===== src/rtl/fetch_group_slicer.sv =====
module fetch_group_slicer #(
  parameter int ADDR_W     = 32,
  parameter int LINE_BYTES = 32,
  parameter int GROUP_W    = 4,
  parameter int SEQ_W      = 16,
  localparam int WORDS     = LINE_BYTES / 4,
  localparam int CNT_W     = $clog2(GROUP_W + 1),
  localparam int WIDX_W    = $clog2(WORDS),
  localparam int OFF_W     = $clog2(LINE_BYTES)
) (
  input  logic                      clk,
  input  logic                      rst_n,
  input  logic                      line_vld,
  input  logic [LINE_BYTES*8-1:0]   line_data,
  input  logic [ADDR_W-1:0]         start_pc,
  input  logic [WORDS-1:0]          pred_taken,
  input  logic [WORDS*ADDR_W-1:0]   pred_tgt,
  output logic [GROUP_W-1:0]        grp_vld,
  output logic [GROUP_W*32-1:0]     grp_insn,
  output logic [GROUP_W*ADDR_W-1:0] grp_pc,
  output logic [GROUP_W*SEQ_W-1:0]  grp_seq,
  output logic [CNT_W-1:0]          grp_size,
  output logic [ADDR_W-1:0]         nxt_pc,
  output logic [ADDR_W-1:0]         nxt_nxt_pc,
  output logic [SEQ_W-1:0]          seq_ctr
);

  logic [GROUP_W-1:0]        vld_c;
  logic [GROUP_W*32-1:0]     insn_c;
  logic [GROUP_W*ADDR_W-1:0] pc_c;
  logic [GROUP_W*SEQ_W-1:0]  seq_c;
  logic [CNT_W-1:0]          cnt_c;
  logic [ADDR_W-1:0]         npc_c;

  int                start_w;
  int                w;
  logic [WIDX_W-1:0] wi;
  logic              stop;
  logic [ADDR_W-1:0] pc_k;

  always_comb begin
    start_w = int'(start_pc[OFF_W-1:2]);
    stop    = 1'b0;
    cnt_c   = '0;
    npc_c   = start_pc;
    vld_c   = '0;
    insn_c  = '0;
    pc_c    = '0;
    seq_c   = '0;
    w       = 0;
    wi      = '0;
    pc_k    = '0;
    for (int k = 0; k < GROUP_W; k++) begin
      w    = start_w + k;
      wi   = w[WIDX_W-1:0];
      pc_k = start_pc + ADDR_W'(4 * k);
      if (line_vld && !stop && w < WORDS) begin
        vld_c[k]                  = 1'b1;
        insn_c[k*32 +: 32]        = line_data[32*wi +: 32];
        pc_c[k*ADDR_W +: ADDR_W]  = pc_k;
        seq_c[k*SEQ_W +: SEQ_W]   = seq_ctr + SEQ_W'(k);
        cnt_c                     = cnt_c + CNT_W'(1);
        if (pred_taken[wi]) begin
          npc_c = pred_tgt[ADDR_W*wi +: ADDR_W];
          stop  = 1'b1;
        end else begin
          npc_c = pc_k + ADDR_W'(4);
        end
      end
    end
  end

  always_ff @(posedge clk) begin
    if (!rst_n) begin
      grp_vld    <= '0;
      grp_insn   <= '0;
      grp_pc     <= '0;
      grp_seq    <= '0;
      grp_size   <= '0;
      nxt_pc     <= '0;
      nxt_nxt_pc <= ADDR_W'(4);
      seq_ctr    <= '0;
    end else begin
      grp_vld  <= vld_c;
      grp_insn <= insn_c;
      grp_pc   <= pc_c;
      grp_seq  <= seq_c;
      grp_size <= cnt_c;
      seq_ctr  <= seq_ctr + SEQ_W'(cnt_c);
      if (line_vld) begin
        nxt_pc     <= npc_c;
        nxt_nxt_pc <= npc_c + ADDR_W'(4);
      end
    end
  end

endmodule


===== config.mk =====
export PLATFORM = sky130hd
export DESIGN_NAME = fetch_group_slicer
export DESIGN_NICKNAME = d
export VERILOG_FILES = /design/src/rtl/fetch_group_slicer.sv
export SDC_FILE = /design/constraint.sdc
export NUM_CORES = 1
export LEC_CHECK = 0
export ABC_AREA = 1
export CAP_MARGIN = 20
export CORE_AREA = 2 2 376 378
export CTS_CLUSTER_DIAMETER = 150
export DETAILED_ROUTE_END_ITERATION = 10
export DIE_AREA = 0 0 378 380
export DONT_BUFFER_PORTS = 1
export PLACE_DENSITY = 0.39
export SYNTH_ARGS = -nofsm -noshare
export SYNTH_HDL_FRONTEND = slang
export SYNTH_SLANG_ARGS = --single-unit

===== constraint.sdc =====
create_clock -name clk -period 10.5 [get_ports clk]
set_clock_uncertainty 0.05 [all_clocks]
set_input_delay 2.625 -clock clk [delete_from_list [all_inputs] [get_ports clk]]
set_output_delay 2.625 -clock clk [all_outputs]
set_load 0.01 [all_outputs]

==> impl_metrics.ini, run 1 <==
[run_status]
status = complete, no violations

[synth]
synth_warnings = 0
ys_seq_area_frac = 0.2428
synthCells = 5639
synth_seq_cells = 405
syn-num-nets = 6213
synth_cell_types = 63
syn_avg_cell_area_sq_um = 5.923
syn_area_sq_um = 33400
synth_flop_cell = dfxtp_1
synth.top_cell.area_share = 0.2428
synth_area_leader_cell = dfxtp_1
synthTopCellsByArea = dfxtp_1 (24%), nand2_1 (22%), nand3_1 (7.6%)
synth-async-reset-ratio = 0
synth-edff-count = 0

[die]
die_x_microns = 378
die_y_microns = 380
start_util = 0.2400
design.portCount = 962
dieArea_sq_um = 143600
core_area_sq_um = 139200
rows = 137

[timing]
hold_viol_final = 0
maxSlewViolCount = 0
finalCritPeriodShare = 0.7578
slew_headroom = 0.2086
fin_crit_ns = 7.956
setup_viol = 0
clock.fmax_ghz = 0.1257
tightest_slew_ns = 1.187
rsz0062_at_grt = false
tns_ns = 0

[global_route]
grt_pass1_wl_microns = 291700
grt_pass1_vias = 35930
grt_start_max_net_pins = 583
overflow = 0
grtUsageTotal = 0.2846
antenna_found_initial = 15

[worst_setup_path]
worst-path-max-fanout = 125
critPathLaunchType = primary input
end_kind = flop
worstPathArrival_ns = 8.48
crit_type = primary input to flop
crit_required_ns = 11.03

[cts]
clk_pin_slew_ns = 0.06
ctsResizeCount = 0
clock-sinks = 405
cts_root_buf = clkbuf_16
hold_buffers = 0
cts_setup_buffers = 0
clock_latency_ns = 0.67
htreeDepth = 2
clock_path_buffers = 3
cts_buffers = 51
cts_tree = yes

[power]
p_per_area_nw_per_um2 = 141.8
fin_total_pwr_mw = 5.152
ir_worst_vdd_v = 0.0001127
p_leak_nw = 16.18

[cells_and_area]
fillers = 16040
num-nets-final = 5941
area_delta_synth_final_pct = 8.766
postLayoutCoreUtil = 0.2610
mostFrequentLayoutCells = nand2_1 (1946), nor2_1 (536), nand3_1 (504)
drive_above_1_share = 0.05791
stdcell_count = 7303
layout_commonest_cell = nand2_1

[route]
dr.pass1.iters = 6
vias = 38180
drtIter0Drc = 3613
vias_per_cell = 5.228
drt_wl_total_microns = 214000
antenna_left = 0
avgRoutedWirePerCell_microns = 29.31
drc_errors = 0

[placed_design]
hpwl_microns = 167800
numPortBuffers = 0
placedCellCount = 7187
place.gp.congestion = 0.9237

[hold_path]
min_path_type = flop to flop

[run]
drv_cap = 0
==> final cells by class <==
class                           instances  area, sq um  area share
Sequential cell                       405         8108      0.2232
Multi-Input combinational cell       4514        22270      0.6129
Clock buffer                           73         1469     0.04044
Antenna cell                           22        55.05    0.001516
Inverter                              349         1346     0.03706
Tap cell                             1876         2347     0.06462
Timing Repair Buffer                   46        417.9     0.01150
Clock inverter                         18        317.8    0.008749
==> metrics by stage <==
stage / setup WS [ns] / hold slack [ns] / cell area [sq um]
after detailed placement: 2.282 / 0.5299 / 34400
after CTS: 2.961 / 0.5421 / 36190
after global routing: 2.036 / 0.5543 / 36310
after floorplan: 2.121 / 0.4340 / 33400
final: 2.544 / 0.5282 / 36330
after global placement: 2.290 / 0.5234 / 34400
==> power breakdown <==
| group | switching, mW | internal [mW] |
|---|---|---|
| Sequential | 0.119 | 1.61 |
| Combinational | 1.08 | 0.401 |
| Clock | 0.815 | 1.13 |
| Total | 2.02 | 3.14 |
==> cells in the mapped netlist, types with 7 or more instances <==
cell      count
buf_1        42
buf_2        95
nand2_4      10
nand2_2      38
xor2_1       66
nor2_4       19
dfxtp_1     405
o21a_1       20
a21oi_1     335
nand4_1      50
o21ai_0     406
o221ai_1     15
buf_4        53
inv_1       311
o22ai_1      19
nand3_1     504
o21ai_1      26
a31oi_1      22
nor3_1       24
inv_2        33
a22oi_1      14
o211ai_1     81
ha_1         18
nor2_1      538
a21oi_2       7
nor2_2       32
nand2_1    1948
a211oi_1      9
clkbuf_1    174
nand3_2      17
mux2i_1     240
==> cells by family after synthesis <==
| family | count (synthesis) | share of synthesized area |
|---|---|---|
| multiplexers | 240 | 0.07193 |
| flip-flops | 405 | 0.2428 |
| AND/OR/NAND/NOR | 3204 | 0.4033 |
| AO/OA/AOI/OAI | 978 | 0.1626 |
| XOR/XNOR | 73 | 0.02015 |
| buffers and inverters | 720 | 0.09193 |
| adder cells (fa/ha/maj) | 19 | 0.007343 |
==> critical path, stage by stage <==
cell and delay (ns):
buf_16 0.39, inv_8 0.40, ha_4 0.32, inv_1 0.08
nand2_1 0.08, nand2_4 0.46, clkinv_2 0.82, nor2_1 0.29
nand2_1 0.08, nand2_1 0.10, buf_4 0.46, nand2_1 0.08
o21ai_0 0.12, nor2_1 0.09, a21oi_2 0.16, ha_1 0.20
nand2_1 0.10, nor2_2 0.25, nand4_2 0.22, nor2_4 0.26
nand3_2 0.15, nor2_4 0.20, nand3_2 0.08, nand2_1 0.06
nand2_1 0.06, a21oi_2 0.10
==> sequential cells by signal, indices dropped and copies added (netlist names) <==
signal      cells
grp_seq        64
nxt_nxt_pc     30
nxt_pc         32
grp_size        3
grp_pc        128
grp_insn      128
grp_vld         4
seq_ctr        16
==> worst paths after layout <==
check,slack (ns),to,start,cells past startpoint
worst min register to register,0.53,nxt_pc[20],nxt_pc[20],2
worst min-delay path,0.53,nxt_pc[20],nxt_pc[20],2
worst max-delay path,2.54,nxt_nxt_pc[30],start_pc[2],26
worst max register to register,7.70,grp_seq[31],seq_ctr[8],8
==> layer usage <==
metal  wire (microns)  global-route usage  vias up
li1                 -                   -    17930
met1            81230              0.3228    18240
met2           103500              0.4934     1659
met3            18040             0.07295      342
met4            11180              0.1364        8
met5               47                   0        -
Power figures use the tool's default switching activity.
==> run 2, diff against run 1 <==
==> constraint.sdc (replaced) <==
create_clock -name clk -period 8.3 [get_ports clk]
set_clock_uncertainty 0.05 [all_clocks]
set_input_delay 2.075 -clock clk [delete_from_list [all_inputs] [get_ports clk]]
set_output_delay 2.075 -clock clk [all_outputs]
set_load 0.01 [all_outputs]
==> impl_metrics.ini, run 2 (same netlist as run 1, synthesis figures left out) <==
[die]
start_util = 0.2400
design.portCount = 962
core_area_sq_um = 139200
rows = 137
die_y_microns = 380
dieArea_sq_um = 143600
die_x_microns = 378

[worst_setup_path]
worst-path-max-fanout = 266
cp_top_family = buffers and inverters
crit_path_frequent_cell = inv_1
critical_path_depth = 25
slowest_stage = inv_8
worstPathArrival_ns = 7.62
r2r_slack_ns = 5.50
crit_end = seq_ctr[8]
crit_required_ns = 8.79
r2r_cells = 8
crit_type = primary input to flop
path_buf_inv = 8
slowest_delay_ns = 0.66
critPathLaunchType = primary input
r2r_start = seq_ctr[9]
end_kind = flop
crit_path_start = start_pc[3]
reg2reg_to = grp_seq[31]

[cts]
cts_tree = yes
hold_buffers = 0
clock-sinks = 405
cts_buffers = 50
clock_latency_ns = 0.65
cts_setup_buffers = 0
clk_pin_slew_ns = 0.06
ctsResizeCount = 0
cts_root_buf = clkbuf_16
htreeDepth = 2
clock_path_buffers = 3

[power]
p_per_area_nw_per_um2 = 177.3
ir_worst_vdd_v = 0.0001452
internal-power_mw = 3.899
seqPwrFrac = 0.338
clkPwrFrac = 0.366
netSwitchingPower_mw = 2.539
p_leak_nw = 16.18
p_sw_frac = 0.3944
p_comb_frac = 0.296

[global_route]
grtUsageTotal = 0.2856
antenna_found_initial = 21
overflow = 0
grt_pass1_vias = 36040
grt_pass1_wl_microns = 292700
grt_start_max_net_pins = 583

[placed_design]
numPortBuffers = 0
place_area_sq_um = 34470
place.gp.congestion = 0.9478
hpwl_microns = 168800

[timing]
finalCritPeriodShare = 0.8595
maxSlewViolCount = 173
clock.fmax_ghz = 0.1402
setup_viol = 0
rsz0062_at_grt = false
slew_headroom = -0.2214
fin_crit_ns = 7.134
hold_viol_final = 0
tns_ns = 0
tightest_slew_ns = 1.832

[run]
drv_cap = 0

[route]
avgRoutedWirePerCell_microns = 29.29
vias = 38360
dr.pass1.iters = 8
drt_wl_total_microns = 214200
vias_per_cell = 5.243
drc_errors = 0
drtIter0Drc = 3921
antenna_left = 0

[cells_and_area]
fillers = 16060
area_delta_synth_final_pct = 8.714
num-nets-final = 5948
drive_above_1_share = 0.06056
reg.largest.list = grp_insn: 128 flops, grp_pc: 128 flops, grp_seq: 64 flops
stdcell_area_sq_um = 36310
mostFrequentLayoutCells = nand2_1 (1946), nor2_1 (536), nand3_1 (504)
layout_commonest_cell = nand2_1

[run_status]
status = finished with violations
failed_checks = slew limit

[hold_path]
min_path_type = flop to flop
[run 2: cell count changes in the layout (fill, tap and decap cells not counted), sizes merged]
| cell | before | now |
|---|---|---|
| clkinvlp | 0 | 3 |
| clkbuf | 73 | 69 |
| inv | 344 | 346 |
| buf | 46 | 54 |
| bufinv | 6 | 4 |
| clkinv | 17 | 21 |
| diode | 22 | 23 |
[run 2: worst min-delay path by stage]
stage | start | end | slack (ns) | cells past startpoint
after floorplan | seq_ctr[14] | seq_ctr[14] | 0.43 | 1
after CTS | nxt_pc[29] | nxt_pc[29] | 0.52 | 2
final | nxt_nxt_pc[6] | nxt_nxt_pc[6] | 0.51 | 2
after detailed placement | nxt_pc[29] | nxt_pc[29] | 0.50 | 2
after global placement | nxt_pc[29] | nxt_pc[29] | 0.50 | 2
after global routing | nxt_nxt_pc[6] | nxt_nxt_pc[6] | 0.52 | 2
[run 2: layout make-up]
type	count	area [sq um]	area share
multi-input combinational	4514	22270	0.6132
sequential	405	8108	0.2233
tap	1876	2347	0.06465
clock buffer	69	1443	0.03973
inverter	349	1346	0.03708
timing repair buffer	54	457.9	0.01261
clock inverter	25	284.0	0.007822
antenna	23	57.56	0.001585
[run 2: worst register-to-register path, stage by stage (launching register included)]
cell     delay (ns)
dfxtp_1        0.62
inv_1          0.20
nor3_1         0.55
inv_1          0.18
nor4_1         0.54
inv_1          0.15
nor2_1         0.15
xor2_1         0.18
nor2_1         0.06
[run 2: power by group through the flow]
stage          logic, mW  registers [mW]  clock network (mW)
4_1_cts             1.84            2.18                2.42
2_1_floorplan       1.27            2.15                   0
5_1_grt             2.07            2.18                2.48
3_5_place_dp        1.83            2.22                   0
3_3_place_gp        1.82            2.22                   0
6_report            1.91            2.17                2.36
[run 2: routing by layer]
| metal | global-route usage | share of wire |
|---|---|---|
| met1 | 0.3237 | 0.38 |
| met4 | 0.1456 | 0.051 |
| met3 | 0.07494 | 0.085 |
| met5 | 0 | 0.00038 |
| met2 | 0.4901 | 0.48 |
[run 2: metrics by stage]
step	instances	setup WS [ns]	power [mW]	util	hold slack [ns]
2_1_floorplan	5639	0.4708	3.427	-	0.4340
3_3_place_gp	7195	0.8511	4.048	0.2476	0.5017
3_5_place_dp	7196	0.9223	4.055	0.2476	0.5017
4_1_cts	7290	1.624	6.440	0.2601	0.5194
5_1_grt	7314	1.099	6.735	0.2608	0.5202
6_report	7315	1.166	6.438	0.2609	0.5063
